===== config.mk =====
export PLATFORM = sky130hd
export DESIGN_NAME = rdchk_seq
export DESIGN_NICKNAME = d
export VERILOG_FILES = /design/src/rtl/rdchk_pkg.sv /design/src/rtl/rdchk_seq.sv
export SDC_FILE = /design/constraint.sdc
export NUM_CORES = 1
export LEC_CHECK = 0
export BUFFER_PORTS_ARGS = -buffer_cell sky130_fd_sc_hd__buf_2
export CAP_MARGIN = 20
export CORE_AREA = 3 3 40 42
export CTS_CLUSTER_DIAMETER = 50
export DETAILED_ROUTE_END_ITERATION = 12
export DIE_AREA = 0 0 43 45
export GPL_ROUTABILITY_DRIVEN = 0
export PLACE_DENSITY_LB_ADDON = 0.2
export SYNTH_ARGS = -nofsm -noshare
export SYNTH_HDL_FRONTEND = slang
export SYNTH_SLANG_ARGS = --single-unit

===== constraint.sdc =====
create_clock -name clk -period 2.1 [get_ports clk]
set_clock_uncertainty 0.2 [all_clocks]
set_input_delay 0.63 -clock clk [delete_from_list [all_inputs] [get_ports clk]]
set_output_delay 0.63 -clock clk [all_outputs]
set_load 0.02 [all_outputs]

===== src/rtl/rdchk_pkg.sv =====
package rdchk_pkg;

    localparam int DATA_W    = 8;
    localparam int CRC_W     = 4;
    localparam int SHORT_CMD = 7;
    localparam int LONG_CMD  = 9;
    localparam int ADDR_W    = LONG_CMD - 1;
    localparam int SHORT_AW  = SHORT_CMD - 1;
    localparam int STREAM_W  = 1 + ADDR_W + DATA_W;
    localparam int CNT_W     = $clog2(STREAM_W + 1);
    localparam int RSP_W     = CRC_W + DATA_W;

    localparam logic [CRC_W-1:0] CRC_POLY   = 4'hC;
    localparam logic [CRC_W-1:0] CRC_PRESET = 4'h5;

    typedef logic [CRC_W-1:0] crc_t;

    typedef struct packed {
        logic [CRC_W-1:0]  rx_crc;
        logic [DATA_W-1:0] data;
    } resp_t;

    typedef enum logic {
        CMD_SHORT = 1'b0,
        CMD_LONG  = 1'b1
    } cmd_len_e;

    typedef enum logic {
        SEQ_IDLE = 1'b0,
        SEQ_RUN  = 1'b1
    } seq_state_e;

    // One serial step of the reflected CRC.
    function automatic crc_t crc_step(crc_t c, logic b);
        crc_t sh;
        sh = c >> 1;
        if (c[0] ^ b)
            return sh ^ CRC_POLY;
        else
            return sh;
    endfunction

    // Number of serial bits for a command length.
    function automatic logic [CNT_W-1:0] stream_len(cmd_len_e m);
        if (m == CMD_LONG)
            return CNT_W'(LONG_CMD + DATA_W);
        else
            return CNT_W'(SHORT_CMD + DATA_W);
    endfunction

    // Serial stream, bit 0 first: command bit, address, data.
    function automatic logic [STREAM_W-1:0] build_stream(cmd_len_e m,
                                                         logic [ADDR_W-1:0] a,
                                                         logic [DATA_W-1:0] d);
        logic [STREAM_W-1:0] s;
        if (m == CMD_LONG)
            s = {d, a, 1'b1};
        else
            s = STREAM_W'({d, a[SHORT_AW-1:0], 1'b1});
        return s;
    endfunction

endpackage


===== src/rtl/rdchk_seq.sv =====
module rdchk_seq
    import rdchk_pkg::*;
(
    input  logic clk,
    input  logic rst,
    input  logic start,
    input  logic cmd_long,
    output logic accept,
    output logic shift_en,
    output logic last_bit,
    output logic busy
);

    seq_state_e       state_q;
    logic [CNT_W-1:0] cnt_q;

    assign busy     = (state_q == SEQ_RUN);
    assign accept   = start && !busy;
    assign shift_en = busy;
    assign last_bit = busy && (cnt_q == CNT_W'(1));

    always_ff @(posedge clk) begin
        if (rst) begin
            state_q <= SEQ_IDLE;
            cnt_q   <= '0;
        end else begin
            case (state_q)
                SEQ_IDLE: begin
                    if (start) begin
                        state_q <= SEQ_RUN;
                        cnt_q   <= stream_len(cmd_len_e'(cmd_long));
                    end
                end
                SEQ_RUN: begin
                    cnt_q <= cnt_q - CNT_W'(1);
                    if (cnt_q == CNT_W'(1))
                        state_q <= SEQ_IDLE;
                end
                default: state_q <= SEQ_IDLE;
            endcase
        end
    end

    // the counter stays inside the longest stream while running
    assert_cnt_range_R2: assert property (@(posedge clk) disable iff (rst)
        busy |-> (cnt_q >= CNT_W'(1) && cnt_q <= CNT_W'(LONG_CMD + DATA_W)));

    // the last bit always ends the run
    assert_last_ends_R2: assert property (@(posedge clk) disable iff (rst)
        last_bit |=> !busy);

    // a start during a run does not reload the counter
    assert_busy_start_R8: assert property (@(posedge clk) disable iff (rst)
        (busy && start && !last_bit) |=> (busy && cnt_q == $past(cnt_q) - CNT_W'(1)));

endmodule


==> Word-level counts from Yosys, hierarchy flattened <==
Index checks and enable logic that the tools add are counted.
{ "totals": {"input_bits": 4, "reg_bits": 6, "output_inout_bits": 4, "word_cells": 15} }
{ "op_classes": {"n_addsub": 1, "muxes": 6, "eq_ne": 2, "bitwise": 1, "reduce_logical": 3} }
{ "op_table": {"columns": ["cell", "n"], "rows": [
  ["2-to-1 mux 5 bit", 2],
  ["one-hot mux 5 bit (2 select lines)", 1],
  ["equality test 5 x 1 -> 1 bit (second input constant)", 1],
  ["subtractor 5 x 1 -> 5 bit (second input constant)", 1],
  ["logical AND 1 bit", 2],
  ["2-to-1 mux 1 bit", 2],
  ["inequality test 2 bit (second input constant)", 1],
  ["one-hot mux 1 bit (2 select lines)", 1],
  ["zero test 1 bit", 1],
  ["inverter 1 bit", 1]
]} }

==> Longest topological paths before layout <==
Gate-level depths: netlist (run 1).
{ "depth": {"word_depth": 3, "depth_mapped": 5, "depth_no_buf": 5} }

==> Worst setup path before layout (run 1) <==
OpenSTA, ideal clock, no wires.
{ "synth_timing": {"kind": "reg-to-output", "start": "register state_q (netlist: busy)", "end": "output last_bit", "path_slack_ns": -0.253, "required_time_ns": 1.270, "n_path_buf": 1, "arrival_time_ns": 1.523, "stages_incl_launch_ff": 4, "path_cell_list": "dfxtp_1 buf_6 nand2b_4 nor4b_1"} }
{ "synth_via": {"elab_chain_cells": 1} }
{ "synth_lines": {"columns": ["element", "line_no", "text"], "rows": [
  ["start: declaration", "rdchk_seq.sv:14", "seq_state_e state_q;"],
  ["start signal: assignment", "rdchk_seq.sv:24", "state_q <= SEQ_IDLE;"],
  ["start signal: assignment", "rdchk_seq.sv:30", "state_q <= SEQ_RUN;"],
  ["start signal: assignment", "rdchk_seq.sv:37", "state_q <= SEQ_IDLE;"],
  ["logical AND 1 bit", "rdchk_seq.sv:20", "assign last_bit = busy && (cnt_q == CNT_W'(1));"],
  ["end: declaration", "rdchk_seq.sv:10", "output logic last_bit,"]
]} }
Every way passes these cells.

==> Worst setup path after layout (run 1) <==
{ "layout_timing": {"start": "register cnt_q[1]", "end": "output last_bit"} }
{ "layout_via": {"elab_chain_cells": 2} }
{ "layout_lines": {"columns": ["element", "line_no", "text"], "rows": [
  ["start: declaration", "rdchk_seq.sv:15", "logic [CNT_W-1:0] cnt_q;"],
  ["start signal: assignment", "rdchk_seq.sv:31", "cnt_q <= stream_len(cmd_len_e'(cmd_long));"],
  ["start signal: assignment", "rdchk_seq.sv:35", "cnt_q <= cnt_q - CNT_W'(1);"],
  ["equality test 5 x 1 -> 1 bit", "rdchk_seq.sv:20", null],
  ["logical AND 1 bit", "rdchk_seq.sv:20", null]
]} }
Every way passes these cells.

==> results of run 1 <==
==> repair_timing <==
item,CTS,global route
pin swaps,0,0
gates resized for setup,1,4
endpoints found under the setup margin,1,1
==> per-stage QoR <==
step / setup slack, ns / util (%)
finish: 0.07817 / 33.89
global route: 0.01164 / 33.89
CTS: 0.02188 / 33.50
detailed placement: 0.1959 / 31.06
global placement: 0.2082 / 31.06
floorplan: 0.05423 / -
==> sequential cells by signal, summed over array words and instances (netlist names) <==
register and flops:
cnt_q 5, busy 1
==> routing by layer <==
metal	vias to the layer above	part of all wire (%)	global-route usage [%]	wire [um]
met5	-	0	0	0
met2	8	44	13.47	317
met4	0	3.9	9.036	28
met3	5	4.4	1.195	32
li1	161	-	-	-
met1	132	48	11.30	349
==> layout make-up <==
class / instances / area [um2]
fillers: 135 / 849.6
multi-input cells: 27 / 203.9
flip-flops and latches: 6 / 122.6
repair buffers: 9 / 52.55
clock buffers: 3 / 22.52
well taps: 15 / 18.77
inverters: 4 / 15.01
==> path summary, 6_finish.rpt <==
path	from	endpoint	slack, ns	cells past startpoint
setup / recovery	cnt_q[1]$_SDFFE_PP0P_	last_bit	0.08	4
hold / removal	cnt_q[2]$_SDFFE_PP0P_	cnt_q[2]$_SDFFE_PP0P_	0.32	2
setup reg to reg	cnt_q[0]$_SDFFE_PP0P_	cnt_q[4]$_SDFFE_PP0P_	0.46	6
hold reg to reg	cnt_q[2]$_SDFFE_PP0P_	cnt_q[2]$_SDFFE_PP0P_	0.32	2
==> power breakdown <==
group | internal, mW | switching (mW) | total, mW
Sequential | 0.127 | 0.0127 | 0.140
Combinational | 0.0375 | 0.0409 | 0.0784
Clock | 0.0649 | 0.0459 | 0.111
==> cell usage after synthesis <==
library cell  instances  area share [%]
dfxtp_1               6              35
inv_1                 4             4.4
a31oi_1               3             5.5
nor3_1                3             4.4
ha_1                  2             7.3
nand2b_1              2             3.6
nor2_1                2             2.2
o21ai_0               2             2.9
a211o_1               1             2.6
a211oi_1              1             2.2
a21oi_1               1             1.5
buf_4                 1             2.2
buf_6                 1             3.3
nand2_1               1             1.1
nand2b_4              1             4.0
nand3b_1              1             2.2
nor2b_1               1             1.8
nor4b_1               1             2.6
o311ai_0              1             2.6
o31a_1                1             2.6
or2_2                 1             1.8
or2b_1                1             2.2
or4_1                 1             2.2
==> worst reg2reg max path, cell delays in order (launching register included) <==
cell,delay [ns]
dfxtp_1,0.31
buf_4,0.15
inv_1,0.05
ha_1,0.16
inv_1,0.06
or4_1,0.46
a31oi_1,0.17
==> cells by family (layout without fill, tap and decap cells) <==
kind of cell / after synthesis / count (layout)
flops: 6 / 6
buf+inv: 6 / 16
simple gates: 15 / 15
compound gates: 10 / 10
fa+ha+maj: 2 / 2
==> run summary, run 1 <==
Final Hold Fails: 0
Min Hold Slack: 0.3208 ns
Required @ worst endpoint: 1.27 ns
Top Ports: 8
Count of standard-cell rows: 13
Synthesis-to-finish area growth: 27.01%
Post-Synthesis Cells: 39
Synthesized cell area: 342.8 um2
Core footprint: 1285 um2
Commonest cells after routing, fill and taps aside: buf_2 (6), dfxtp_1 (4)
Status: finished clean
Peak supply drop: 0.3127 mV
Minimum clock period: 2.022 ns
Leakage: 0.1856 nW
Kind of critical path: reg -> out
Via count: 306
Commonest non-fill, non-tap cell in the layout: buf_2
Yosys reg bits: 6
DP Wirelength: 524.5 um
Maximum clock path buffer count: 2
Clock Latency Late Sink: 0.25 ns
Total power: 328.9 uW
Clk slew on worst S/H paths: 0.05 ns
CTS tree: yes
Crit-path cells: inv_2, ha_1, nor4b_4, buf_4
Post-Synth Adder-Cell Area: 7.299%
Worst Hold Class: reg -> reg
Net Count, Synth: 45
Number of iterations in the first detailed-routing pass: 3
Power per cell area: 755.3 nW/um2
Multiplexer area fraction after synthesis: 0%
TNS Setup: 0 ns
Starting Density: 26.68%
Largest family of logic cells by synthesized area: simple AND/OR/NAND/NOR gates
Routed Antenna Nets: 0
Chip height: 45 um
Die W: 43 um
Filler-free cell count of the finished design: 64
PortBufs: 7
Num CTS Buffers: 3
CTS root buf: clkbuf_4
Critical path data arrival time: 1.19 ns
Max stage delay cell, worst path: dfxtp_2
Synth Area in Simple Gates: 28.10%
Worst-Margin Slew: 0.3184 ns
Worst-path fanout max: 4
Initial antenna violation count: 0
ANT cells: 0
Startpoint Class: flop
Routed wire per std cell: 11.36 um
Max-cap violations: 0
Die Area: 1935 um2
Vias in the first global route: 300
Final Cell Area: 435.4 um2
Num Clock Sinks: 6
Post-synth cell types: 23
Placed Area: 399.1 um2
H-tree depth: 1
Post-synthesis sequential area ratio: 35.04%
Crit. End Element: primary output
1st-iter DRT viols: 5
Synthesized area per cell: 8.790 um2
Layout cells sized above 1: 36.73%
First-pass GRT wire length: 1262 um
Synth Area in XOR/XNOR: 0%
CP top delay family: flip-flops
Largest net degree at the start of global routing: 12
RSZ-0062 raised after global routing: no
Placed insts: 61
Ys Warns: 0
Tot GR Track Use: 9.151%
Hold Buf Count CTS: 0
Tcrit/Tclk final: 96.28%
DRC viols: 0
Congestion Overflow GR: 0
Slew Limit Fails: 0
Drt total wl: 727 um
Relative slew margins: 78.51%
Post-DR vias/cell: 4.781
Nets: 57
Compound-Gate Fraction of Synth Area: 19.71%
Post-CTS Setup Bufs: 0
Largest stage delay on the critical path: 0.33 ns
Worst path bufs/invs: 2
Final setup fails: 0
Fmax: 494.6 MHz
No activity file was read; power rests on OpenSTA's default activity.
==> run 2, diff against run 1 <==
Settings changed: PLACE_DENSITY set to 0.49, PLACE_DENSITY_LB_ADDON 0.2 to not set.
==> run summary, run 2 (same netlist as run 1, synthesis figures left out) <==
Status: finished clean
Max-cap violations: 0
Top Ports: 8
Peak supply drop: 0.3324 mV
Most flops, register: cnt_q
Worst Hold Class: reg -> reg
Resize count post-CTS: 0
Register area: 122.6 um2
Die Area: 1935 um2
Total power: 325.5 uW
Required @ worst endpoint: 1.27 ns
Final Cell Area: 435.4 um2
Maximum clock path buffer count: 2
Post-CTS Setup Bufs: 0
Post-DR vias/cell: 4.672
Core footprint: 1285 um2
Clock Latency Late Sink: 0.24 ns
DP Wirelength: 503.8 um
Worst path bufs/invs: 1
Max stage delay cell, worst path: dfxtp_2
Minimum clock period: 2.015 ns
Synthesis-to-finish area growth: 27.01%
Slew Limit Fails: 0
Crit. End Element: primary output
First-pass GRT wire length: 1069 um
Hold Buf Count CTS: 0
Tot GR Track Use: 7.583%
Commonest non-fill, non-tap cell in the layout: buf_2
Multi-input logic area: 203.9 um2
Vias in the first global route: 277
Met2 routed WL: 285 um
Filler Cell Count: 137
Power per cell area: 747.6 nW/um2
Via count: 299
Routed wire per std cell: 10.75 um
Final Hold Fails: 0
Kind of critical path: reg -> out
Fmax: 496.3 MHz
1st-iter DRT viols: 3
Die W: 43 um
RSZ-0062 raised after global routing: no
CTS root buf: clkbuf_4
H-tree depth: 1
Largest stage delay on the critical path: 0.33 ns
Routed Antenna Nets: 0
Startpoint Class: flop
Relative slew margins: 79.60%
Congestion Overflow GR: 0
Tcrit/Tclk final: 95.95%
Chip height: 45 um
Initial antenna violation count: 0
ANT cells: 0
Largest net degree at the start of global routing: 12
DRC viols: 0
Max reg flops: 5
Count of standard-cell rows: 13
Number of iterations in the first detailed-routing pass: 3
Routed wl met3: 27 um
Min Hold Slack: 0.3329 ns
Layout cells sized above 1: 36.73%
Commonest cells after routing, fill and taps aside: buf_2 (6), dfxtp_1 (4)
Leakage: 0.1856 nW
TNS Setup: 0 ns
Worst-path fanout max: 4
CP top delay family: simple AND/OR/NAND/NOR gates
Placed Area: 399.1 um2
Critical path data arrival time: 1.19 ns
Starting Density: 26.68%
Num Clock Sinks: 6
Final setup fails: 0
Clk slew on worst S/H paths: 0.05 ns
CTS tree: yes
Nets: 57
Worst-Margin Slew: 0.3022 ns
PortBufs: 7
Top Layer Used: met4
Num CTS Buffers: 3
Detailed-route wire length on metal 1: 356 um
Crit-path cells: nand2b_4, nor4b_4, buf_4
Drt total wl: 688 um
-- run 2: cell counts in the layout (fill, tap and decap cells not counted) --
Identical to the previous run, type by type.
-- run 2: area by class of cell --
class                      instances  share of cell area (%)
inverter                           4                   3.448
clock buffer                       3                   5.172
tap                               15                   4.310
timing repair buffer               9                   12.07
multi-input combinational         27                   46.84
sequential                         6                   28.16
-- run 2: worst paths after layout --
check                              from                    end  slack [ns]  depth (start not counted)
setup / recovery  cnt_q[2]$_SDFFE_PP0P_               last_bit        0.08                          3
setup reg to reg  cnt_q[0]$_SDFFE_PP0P_  cnt_q[4]$_SDFFE_PP0P_        0.45                          6
hold / removal    cnt_q[2]$_SDFFE_PP0P_  cnt_q[2]$_SDFFE_PP0P_        0.33                          2
hold reg to reg   cnt_q[2]$_SDFFE_PP0P_  cnt_q[2]$_SDFFE_PP0P_        0.33                          2
-- run 2: per-layer routing --
metal	track usage, %	vias to the layer above
met3	2.390	3
met1	8.937	128
met2	11.68	8
li1	-	160
met4	5.422	0
met5	0	-
-- run 2: report_power, final --
part           internal, mW  total, mW  switching, mW
logic                0.0374     0.0780         0.0406
clock network        0.0648      0.108         0.0432
registers             0.127      0.140         0.0126
total                 0.229      0.326         0.0965
-- run 2: metrics by stage --
step | cells | worst slack [ns] | utilization (%)
final | 64 | 0.08496 | 33.89
after global routing | 64 | 0.03951 | 33.89
after CTS | 64 | 0.01184 | 32.81
after detailed placement | 61 | 0.1974 | 31.06
after global placement | 61 | 0.2063 | 31.06
after floorplan | 39 | 0.05423 | -
-- run 2: worst reg2reg max path: stages (launching register included) --
cell and delay (ns):
dfxtp_1 0.31, buf_4 0.15, inv_1 0.05, ha_1 0.16
inv_1 0.07, or4_1 0.46, a31oi_1 0.17
==> run 3, diff against run 2 <==
Settings changed: RECOVER_POWER set to 25.
Clock period 2.1 ns to 2.5 ns, I/O delays scaled along.
==> run summary, run 3 (same netlist as run 1, synthesis figures left out) <==
Tot GR Track Use: 9.908%
Worst-path fanout max: 12
Required @ worst endpoint: 1.55 ns
RSZ-0062 raised after global routing: no
Die W: 43 um
Post-CTS Setup Bufs: 0
Routed Antenna Nets: 0
Worst-Margin Slew: 0.3394 ns
Maximum clock path buffer count: 2
Drt total wl: 748 um
Layout cells sized above 1: 25.53%
Initial antenna violation count: 0
Commonest non-fill, non-tap cell in the layout: buf_2
Largest stage delay on the critical path: 0.46 ns
Fin worst setup slack: 0.1832 ns
Worst Hold Class: reg -> reg
Most flops, register: cnt_q
CTS tree: yes
Leakage: 0.1689 nW
Post-layout util: 31.16%
Post-DR vias/cell: 4.968
TNS Setup: 0 ns
Hold Buf Count CTS: 0
Minimum clock period: 2.317 ns
Max reg flops: 5
Chip height: 45 um
Slew Limit Fails: 0
CTS root buf: clkbuf_4
Hold path start: cnt_q[2]$_SDFFE_PP0P_
Synthesis-to-finish area growth: 16.79%
Tcrit/Tclk final: 92.67%
First-pass GRT wire length: 1283 um
Crit. End Element: primary output
Num CTS Buffers: 3
Total power: 261.8 uW
Post-placement setup slack: 0.3262 ns
Commonest cells after routing, fill and taps aside: buf_2 (6), dfxtp_1 (5), inv_1 (4)
Critical path data arrival time: 1.37 ns
DP Wirelength: 542.7 um
Nets: 55
1st-iter DRT viols: 3
Max-cap violations: 0
Crit Reg-Reg Startpoint: cnt_q[0]$_SDFFE_PP0P_
Via count: 308
Clk slew on worst S/H paths: 0.05 ns
Crit-path cells: nand2b_4, nor4b_1, buf_2
ANT cells: 0
Congestion Overflow GR: 0
Kind of critical path: reg -> out
Peak supply drop: 0.1717 mV
Filler Cell Count: 151
Startpoint Class: flop
Die Area: 1935 um2
Top Ports: 8
Starting Density: 26.68%
Critical path launch point: busy$_SDFF_PP0_
Largest net degree at the start of global routing: 13
Core footprint: 1285 um2
Fmax: 431.6 MHz
Number of iterations in the first detailed-routing pass: 3
PortBufs: 7
Power per cell area: 653.9 nW/um2
Vias in the first global route: 284
Final setup fails: 0
Routed wire per std cell: 12.06 um
Num Clock Sinks: 6
Count of standard-cell rows: 13
Clock Latency Late Sink: 0.25 ns
Max stage delay cell, worst path: dfxtp_2
DRC viols: 0
Final Hold Fails: 0
Relative slew margins: 77.05%
H-tree depth: 1
Status: finished clean
run 3: per-layer routing:
metal	wire length [um]	vias up	part of all wire (%)	track usage, %
li1	-	154	-	-
met1	358	140	48	11.81
met2	304	9	41	11.98
met3	45	5	6.0	4.781
met4	40	0	5.3	10.84
met5	0	-	0	0
run 3: critical path, delay by kind of cell (launching register included):
kind          cells  cell delay [ns]
flops             1             0.46
buf+inv           1             0.23
simple gates      2             0.43
run 3: final timing paths:
path | slack (ns) | depth (start not counted) | to
setup / recovery | 0.18 | 3 | last_bit
hold / removal | 0.34 | 2 | cnt_q[2]$_SDFFE_PP0P_
hold reg to reg | 0.34 | 2 | cnt_q[2]$_SDFFE_PP0P_
setup reg to reg | 0.94 | 5 | cnt_q[4]$_SDFFE_PP0P_
run 3: repair_timing:
action                                  CTS  global route
endpoints found under the setup margin    0             1
resized for setup                         0             1
hold endpoints to repair                  0             0
run 3: power breakdown:
part	switching, mW	internal [mW]
clock	0.0347	0.0543
sequential	0.0138	0.106
combinational	0.0280	0.0247
total	0.0765	0.185
run 3: area by class of cell:
| class | count | area [um2] | share of cell area, % |
|---|---|---|---|
| clock buffer | 3 | 22.52 | 5.625 |
| tap | 15 | 18.77 | 4.688 |
| timing repair buffer | 7 | 33.78 | 8.438 |
| inverter | 4 | 15.01 | 3.750 |
| multi-input combinational | 27 | 188.9 | 47.19 |
| sequential | 6 | 121.4 | 30.31 |
run 3: through the flow:
step / hold slack [ns] / instances / instance area [um2]
final: 0.3408 / 62 / 400.4
after global routing: 0.3697 / 62 / 400.4
after CTS: 0.3467 / 62 / 400.4
after detailed placement: 0.3368 / 59 / 377.9
after global placement: 0.3386 / 59 / 377.9
after floorplan: 0.2869 / 39 / 342.8
